## src/rtl/irqv_pkg.sv

```systemverilog
package irqv_pkg;
    localparam int NCH   = 2;
    localparam int NKIND = 4;
    localparam int VW    = 8;
    localparam int CW    = 3;
    localparam int PW    = NCH * NKIND;

    // kind part of the 3-bit code; bit 2 marks channel A
    localparam logic [1:0] KC_SPC = 2'b11;
    localparam logic [1:0] KC_RX  = 2'b10;
    localparam logic [1:0] KC_EXT = 2'b01;
    localparam logic [1:0] KC_TX  = 2'b00;

    typedef struct packed {
        logic spc;
        logic rx;
        logic tx;
        logic ext;
    } pend_t;

    typedef struct packed {
        pend_t pend;
        logic  armed;
    } chan_st_t;

    typedef struct packed {
        logic [VW-1:0] vec;
    } vec_st_t;
endpackage

```

## src/rtl/irqv_chan.sv

```systemverilog
module irqv_chan
    import irqv_pkg::*;
(
    input  logic  clk,
    input  logic  rst_n,
    input  logic  rx_req_i,
    input  logic  spc_req_i,
    input  logic  tx_empty_i,
    input  logic  tx_load_i,
    input  logic  ext_req_i,
    input  logic  rx_clr_i,
    input  logic  spc_clr_i,
    input  logic  tx_clr_i,
    input  logic  ext_clr_i,
    output pend_t pend_o
);
    chan_st_t st_d, st_q;
    logic     tx_fire;

    always_comb begin
        st_d     = st_q;
        tx_fire  = tx_empty_i && st_q.armed;
        // a request wins over a clear in the same cycle
        st_d.pend.rx  = rx_req_i  | (st_q.pend.rx  & ~rx_clr_i);
        st_d.pend.spc = spc_req_i | (st_q.pend.spc & ~spc_clr_i);
        st_d.pend.ext = ext_req_i | (st_q.pend.ext & ~ext_clr_i);
        st_d.pend.tx  = tx_fire   | (st_q.pend.tx  & ~tx_clr_i);
        // a load arms the transmitter; an accepted empty event disarms it
        st_d.armed    = tx_load_i | (st_q.armed & ~tx_fire);
    end

    always_ff @(posedge clk) begin
        if (!rst_n) st_q <= '0;
        else        st_q <= st_d;
    end

    assign pend_o = st_q.pend;
endmodule

```

## src/rtl/irqv_prio.sv

```systemverilog
module irqv_prio
    import irqv_pkg::*;
(
    input  pend_t [NCH-1:0] pend_i,
    input  logic  [NCH-1:0] rx_en_i,
    input  logic  [NCH-1:0] tx_en_i,
    input  logic  [NCH-1:0] ext_en_i,
    output logic            any_o,
    output logic  [CW-1:0]  code_o
);
    // walk from lowest to highest priority; the last hit wins
    always_comb begin
        any_o  = 1'b0;
        code_o = '0;
        for (int c = NCH - 1; c >= 0; c--) begin
            if (pend_i[c].ext && ext_en_i[c]) begin
                any_o  = 1'b1;
                code_o = {1'(c == 0), KC_EXT};
            end
            if (pend_i[c].tx && tx_en_i[c]) begin
                any_o  = 1'b1;
                code_o = {1'(c == 0), KC_TX};
            end
            if (pend_i[c].rx && rx_en_i[c]) begin
                any_o  = 1'b1;
                code_o = {1'(c == 0), KC_RX};
            end
            if (pend_i[c].spc && rx_en_i[c]) begin
                any_o  = 1'b1;
                code_o = {1'(c == 0), KC_SPC};
            end
        end
    end
endmodule

```

## src/rtl/irqv_vec.sv

```systemverilog
module irqv_vec
    import irqv_pkg::*;
(
    input  logic          clk,
    input  logic          rst_n,
    input  logic          ack_i,
    input  logic          modify_i,
    input  logic          any_i,
    input  logic [CW-1:0] code_i,
    input  logic [VW-1:0] base_i,
    output logic [VW-1:0] vec_o
);
    vec_st_t st_d, st_q;

    always_comb begin
        st_d = st_q;
        if (ack_i) begin
            if (modify_i && any_i)
                st_d.vec = {base_i[VW-1:CW+1], code_i, base_i[0]};
            else
                st_d.vec = base_i;
        end
    end

    always_ff @(posedge clk) begin
        if (!rst_n) st_q <= '0;
        else        st_q <= st_d;
    end

    assign vec_o = st_q.vec;
endmodule

```

## src/rtl/irq_prio_vector.sv

```systemverilog
module irq_prio_vector
    import irqv_pkg::*;
(
    input  logic            clk,
    input  logic            rst_n,
    input  logic [NCH-1:0]  rx_req_i,
    input  logic [NCH-1:0]  spc_req_i,
    input  logic [NCH-1:0]  tx_empty_i,
    input  logic [NCH-1:0]  tx_load_i,
    input  logic [NCH-1:0]  ext_req_i,
    input  logic [NCH-1:0]  rx_clr_i,
    input  logic [NCH-1:0]  spc_clr_i,
    input  logic [NCH-1:0]  tx_clr_i,
    input  logic [NCH-1:0]  ext_clr_i,
    input  logic [NCH-1:0]  rx_en_i,
    input  logic [NCH-1:0]  tx_en_i,
    input  logic [NCH-1:0]  ext_en_i,
    input  logic [NCH-1:0]  modvec_i,
    input  logic [VW-1:0]   base_vec_i,
    input  logic            ack_i,
    output logic            irq_o,
    output logic [VW-1:0]   vec_o
);
    pend_t [NCH-1:0] pend;
    logic  [PW-1:0]  pend_flat;
    logic            any_hit;
    logic  [CW-1:0]  code;

    for (genvar c = 0; c < NCH; c++) begin : g_chan
        irqv_chan u_chan (
            .clk        (clk),
            .rst_n      (rst_n),
            .rx_req_i   (rx_req_i[c]),
            .spc_req_i  (spc_req_i[c]),
            .tx_empty_i (tx_empty_i[c]),
            .tx_load_i  (tx_load_i[c]),
            .ext_req_i  (ext_req_i[c]),
            .rx_clr_i   (rx_clr_i[c]),
            .spc_clr_i  (spc_clr_i[c]),
            .tx_clr_i   (tx_clr_i[c]),
            .ext_clr_i  (ext_clr_i[c]),
            .pend_o     (pend[c])
        );
        assign pend_flat[c*NKIND +: NKIND] = pend[c];
    end

    irqv_prio u_prio (
        .pend_i   (pend),
        .rx_en_i  (rx_en_i),
        .tx_en_i  (tx_en_i),
        .ext_en_i (ext_en_i),
        .any_o    (any_hit),
        .code_o   (code)
    );

    irqv_vec u_vec (
        .clk      (clk),
        .rst_n    (rst_n),
        .ack_i    (ack_i),
        .modify_i (|modvec_i),
        .any_i    (any_hit),
        .code_i   (code),
        .base_i   (base_vec_i),
        .vec_o    (vec_o)
    );

    assign irq_o = any_hit;
endmodule

```

## config.mk

```make
export PLATFORM = sky130hd
export DESIGN_NAME = irq_prio_vector
export DESIGN_NICKNAME = d
export VERILOG_FILES = /design/src/rtl/irqv_pkg.sv /design/src/rtl/irqv_chan.sv /design/src/rtl/irqv_prio.sv /design/src/rtl/irqv_vec.sv /design/src/rtl/irq_prio_vector.sv
export SDC_FILE = /design/constraint.sdc
export NUM_CORES = 1
export LEC_CHECK = 0
export ABC_AREA = 1
export ABC_CLOCK_PERIOD_IN_PS = 1750
export CORE_MARGIN = 2
export CORE_UTILIZATION = 40
export CTS_BUF_LIST = sky130_fd_sc_hd__clkbuf_4 sky130_fd_sc_hd__clkbuf_8
export DETAILED_ROUTE_END_ITERATION = 12
export PLACE_DENSITY = 0.93
export SLEW_MARGIN = 5
export SYNTH_ARGS = -nofsm -noshare
export SYNTH_HDL_FRONTEND = slang
export SYNTH_HIERARCHICAL = 1
export SYNTH_SLANG_ARGS = --single-unit
```

## constraint.sdc

```tcl
create_clock -name clk -period 1.75 [get_ports clk]
set_clock_uncertainty 0.2 [all_clocks]
set_input_delay 0.35 -clock clk [delete_from_list [all_inputs] [get_ports clk]]
set_output_delay 0.35 -clock clk [all_outputs]
set_load 0.05 [all_outputs]
```

* Word-level counts from Yosys, hierarchy flattened
Index checks and enable logic that the tools add are counted.
Cells by class: multiplexer cells 17, bitwise logic cells 30, reductions and logical operators 12
Operators with widths (count):
- $mux W3 | 4
- $logic_and A1 B1 Y1 | 11
- $and A1 B1 Y1 | 10
- $mux W1 | 10
- $not A1 Y1 | 10
- $or A1 B1 Y1 | 10
- $mux W2 | 2
- $mux W4 | 1
- $reduce_or A2 Y1 | 1
Word-level totals: flip-flop bits (word level) 18, input port bits 37

* Longest topological paths before layout
Gate-level depths: netlist of run 1.
word-level depth 11, mapped depth 11, gate-level depth less buffers 10

* Cells and area by module
The synthesis of run 1 kept the hierarchy.
Modules (own cells, without submodules):
- irqv_chan | instances 2, cells each 30, area each 222.7 sq um, seq. area each 100.1 sq um
- irqv_vec | instances 1, cells each 48, area each 334.1 sq um, seq. area each 160.2 sq um
- irqv_prio | instances 1, cells each 26, area each 108.9 sq um, seq. area each 0.0 sq um
- irq_prio_vector | instances 1, cells each 3, area each 11.3 sq um, seq. area each 0.0 sq um

* Least setup slack after synthesis of run 1
OpenSTA, ideal clock, no wires.
path type register to register, from register g_chan[0].u_chan.st_q (netlist bit g_chan[0].u_chan/pend_o[3]), to register u_vec.st_q (netlist bit u_vec/vec_o[1]), setup time 0.056 ns, arrival 1.637 ns, required time 1.494 ns, slack -0.142 ns, cell stages (with the launch flop) 9, path buffers 1, clock period less this slack 1.892 ns, cell sequence dfxtp_1 > buf_4 > o21ai_2 > nand4_1 > nand2_1 > nand2_1 > nand3_1 > nand2_1 > inv_1
On the way: word-level cells in the longest chain between the ends 4
RTL lines:
- start, declared | line irqv_chan.sv:17 | chan_st_t st_d, st_q;
- start signal, assigned | line irqv_chan.sv:34 | else st_q <= st_d;
- $logic_and A1 B1 Y1 | line irqv_prio.sv:28 | if (pend_i[c].spc && rx_en_i[c]) begin
- $mux W1 | line irqv_prio.sv:28
- net irq_o | line irq_prio_vector.sv:21 | output logic irq_o,
- $logic_and A1 B1 Y1 | line irqv_vec.sv:18 | if (modify_i && any_i)
- $mux W4 | line irqv_vec.sv:18
- end signal, assigned | line irqv_vec.sv:27 | else st_q <= st_d;
- end, declared | line irqv_vec.sv:13 | vec_st_t st_d, st_q;
The timed path passes the listed nets, and every way through them passes these cells. A chain may end at the register's enable or synchronous reset.

* Worst setup path in the final report of run 1
from register g_chan[1].u_chan.st_q (netlist bit g_chan[1].u_chan/pend_o[1]), to output irq_o
On the way: word-level cells in the longest chain between the ends 8
RTL lines:
- start, declared | line irqv_chan.sv:17
- start signal, assigned | line irqv_chan.sv:34
- $logic_and A1 B1 Y1 | line irqv_prio.sv:20 | if (pend_i[c].tx && tx_en_i[c]) begin
- $mux W1 | line irqv_prio.sv:20
- $mux W1 | line irqv_prio.sv:24 | if (pend_i[c].rx && rx_en_i[c]) begin
- $mux W1 | line irqv_prio.sv:28
- $mux W1 | line irqv_prio.sv:16 | if (pend_i[c].ext && ext_en_i[c]) begin
- $mux W1 | line irqv_prio.sv:20
- $mux W1 | line irqv_prio.sv:24
- $mux W1 | line irqv_prio.sv:28
- end, declared | line irq_prio_vector.sv:21
Every way passes these cells.

==> summary.txt, run 1 <==
Layout
  • Share of layout cells above drive strength 1: 0.257
  • Utilization of the core after routing: 0.716
  • Layout Nets: 226
  • Layout area overhead: 72.7%
  • Post-route non-filler standard cell count: 215
  • Diodes inserted: 0

Timing
  • Slew @ Worst Pin: 451 ps
  • RSZ-0062 raised after global routing: true
  • Worst Slack Setup Final: -29.6 ps
  • Slew Limit Fails: 0
  • Max Freq: roughly 560 MHz
  • Slew HR: 0.699
  • Total negative slack: -29.6 ps
  • Post-layout minimum cycle time: ~1800 ps
  • Fin crit share: 1.02
  • Final hold viol count: 0
  • Setup-failing EPs final: 1

Drt
  • Total Wirelength: between 2000 and 2500 um
  • DRT iter0 DRCs: 10
  • Drc violations: 0
  • DR pass1 iterations: 4
  • Drt wl/cell: 10.9 um
  • Via density: 4.39
  • Routed via count: 943
  • Post-route ant nets: 0

Clocking
  • Clk slew on worst S/H paths: 90 ps
  • TritonCTS Sinks: 18
  • Root Buffer: clkbuf_4
  • CTS tree: yes
  • CTS buffer count: 3
  • Hold Buf Count CTS: 0
  • Worst-Skew Late Latency: 280 ps
  • H-tree levels: 1
  • Clk buf depth: 2

Global routing
  • All-Layer GR Usage: 0.182
  • Vias in the first global route: 937
  • Largest net degree at the start of global routing: 13
  • First-pass GRT wire length: 3690 um
  • Antenna violations before repair: 0
  • GR Overflow Total: 0

Place
  • Placed insts: 205
  • Pre-CTS setup slack: -238 ps
  • # port buffers: 45
  • Post-DP HPWL: about 1800 um
  • Global placer's final weighted congestion: about 0.8

Logic synthesis
  • Syn Std Cell Area: 900 sq um
  • Synth Net Count: 174
  • Synth Area per Inst: roughly 6.6 sq um
  • Mapped Cells: 137
  • Synthesized flop and latch total: 18
  • Synth cell types: 15
  • Sequential-to-total area share from yosys stat: 0.401
  • Synth Warn #: 6

Critical path
  • CP Data Arrival Time: ~1200 ps
  • Worst setup EP type: output port
  • Setup CP Type: register to output port
  • Critical Path Source Type: register
  • Crit path required time: 1200 ps
  • Crit Path Max Fanout: 2

Run
  • Max Cap Viol: 0

Die
  • Die Span Y: 51.4 um
  • Initial Utilization: 0.415
  • Core Area: between 2000 and 2500 sq um
  • I/O pin count: 46
  • Chip width: 51.4 um
  • Row count: 17
  • Die Area: 2640 sq um

Power and ir drop
  • Pwr Density: 648 nW/um^2
  • Max VDD drop: 0.600 mV
  • Leakage Power: 0.779 nW
  • Total power: 1.01 mW

Run status
  • Failing checks: setup timing
  • Status: complete, but fails checks

Worst hold path
  • Hold WC Path Type: register to register
==> registers in the layout (all words and copies together), names as in the netlist <==
register              count
u_vec/vec_o               8
g_chan.u_chan/pend_o      8
g_chan.u_chan/st_q        2
==> metal layers <==
layer	wire, um	global-route usage	up-vias
li1	-	-	502
met1	961	0.190	421
met2	1280	0.363	20
met3	111	0.0351	0
met4	0	0.0439	0
met5	0	0	-
==> layout make-up <==
class                   instances  area [sq um]
flip-flops and latches         18           369
well taps                      28          35.0
fillers                       170           616
repair buffers                 56           616
inverters                      32           120
multi-input cells              78           392
clock buffers                   3          22.5
==> cell usage after synthesis <==
library cell / count / share of area
nor2_2: 1 / 0.0070
o21ai_2: 1 / 0.0097
nand4_1: 1 / 0.0070
dfxtp_1: 18 / 0.40
nand3_1: 7 / 0.039
nor2_1: 15 / 0.063
a21oi_1: 6 / 0.033
inv_1: 29 / 0.12
buf_4: 8 / 0.067
o21ai_1: 2 / 0.011
o21ai_0: 5 / 0.028
buf_6: 1 / 0.013
a21oi_2: 4 / 0.039
nand2_1: 36 / 0.15
inv_2: 3 / 0.013
==> logic make-up after synthesis <==
| kind of cell | share of synthesized area |
|---|---|
| AND/OR/NAND/NOR | 0.266 |
| buffers and inverters | 0.213 |
| AO/OA/AOI/OAI | 0.121 |
| flip-flops | 0.401 |
==> final timing paths <==
path                                                             from                               endpoint  slack [ps]  cells after the start
worst max-delay path            g_chan[1].u_chan/pend_o[1]$_SDFF_PN0_                                  irq_o         -30                      5
worst min-delay path              g_chan[1].u_chan/st_q[0]$_SDFF_PN0_  g_chan[1].u_chan/pend_o[1]$_SDFF_PN0_         260                      2
worst max register to register  g_chan[1].u_chan/pend_o[1]$_SDFF_PN0_            u_vec/vec_o[2]$_SDFFE_PN0P_          90                     10
worst min register to register    g_chan[1].u_chan/st_q[0]$_SDFF_PN0_  g_chan[1].u_chan/pend_o[1]$_SDFF_PN0_         260                      2
==> per-stage QoR <==
step                hold WS, ps  area (sq um)
floorplan                   239           911
global route                295          1550
detailed placement          260          1440
finish                      263          1550
global placement            251          1440
CTS                         274          1520
==> where the power goes <==
part | internal (mW) | switching (mW) | total [mW]
sequential | 0.438 | 0.0252 | 0.463
clock | 0.0796 | 0.113 | 0.193
combinational | 0.189 | 0.162 | 0.351
==> cell usage in the layout, fill, tap and decap left out <==
| cell | n |
|---|---|
| a21oi_1 | 6 |
| a21oi_2 | 4 |
| buf_12 | 9 |
| buf_4 | 11 |
| clkbuf_4 | 3 |
| clkdlybuf4s50_1 | 30 |
| dfxtp_1 | 13 |
| dfxtp_2 | 4 |
| dfxtp_4 | 1 |
| dlygate4sd2_1 | 6 |
| inv_1 | 28 |
| inv_2 | 4 |
| nand2_1 | 29 |
| nand2_2 | 6 |
| nand2_4 | 1 |
| nand3_1 | 5 |
| nand3_2 | 1 |
| nand3_4 | 1 |
| nand4_1 | 1 |
| nor2_1 | 15 |
| nor2_2 | 1 |
| o21ai_0 | 5 |
| o21ai_1 | 1 |
| o21ai_2 | 2 |
==> repair_timing <==
action / CTS / global route
resized for setup: 7 / 15
endpoints found under the setup margin: 1 / 4
pin swaps: 7 / 3
buffers inserted: 8 / 0
endpoints found under the hold margin: 0 / 0
==> worst max-delay path, stage by stage, from the launching register on <==
cell     delay [ps]
dfxtp_2         340
nand2_2          70
nand2_1          60
inv_1            70
nand4_1         190
buf_12          220
Note: power is estimated with default switching activity, not from simulation.
==> run 2, diff against run 1 <==
Settings changed: SKIP_LAST_GASP set to 1.
==> results of run 2 <==
Final layout, timing and power as in run 1 (identical DEF).
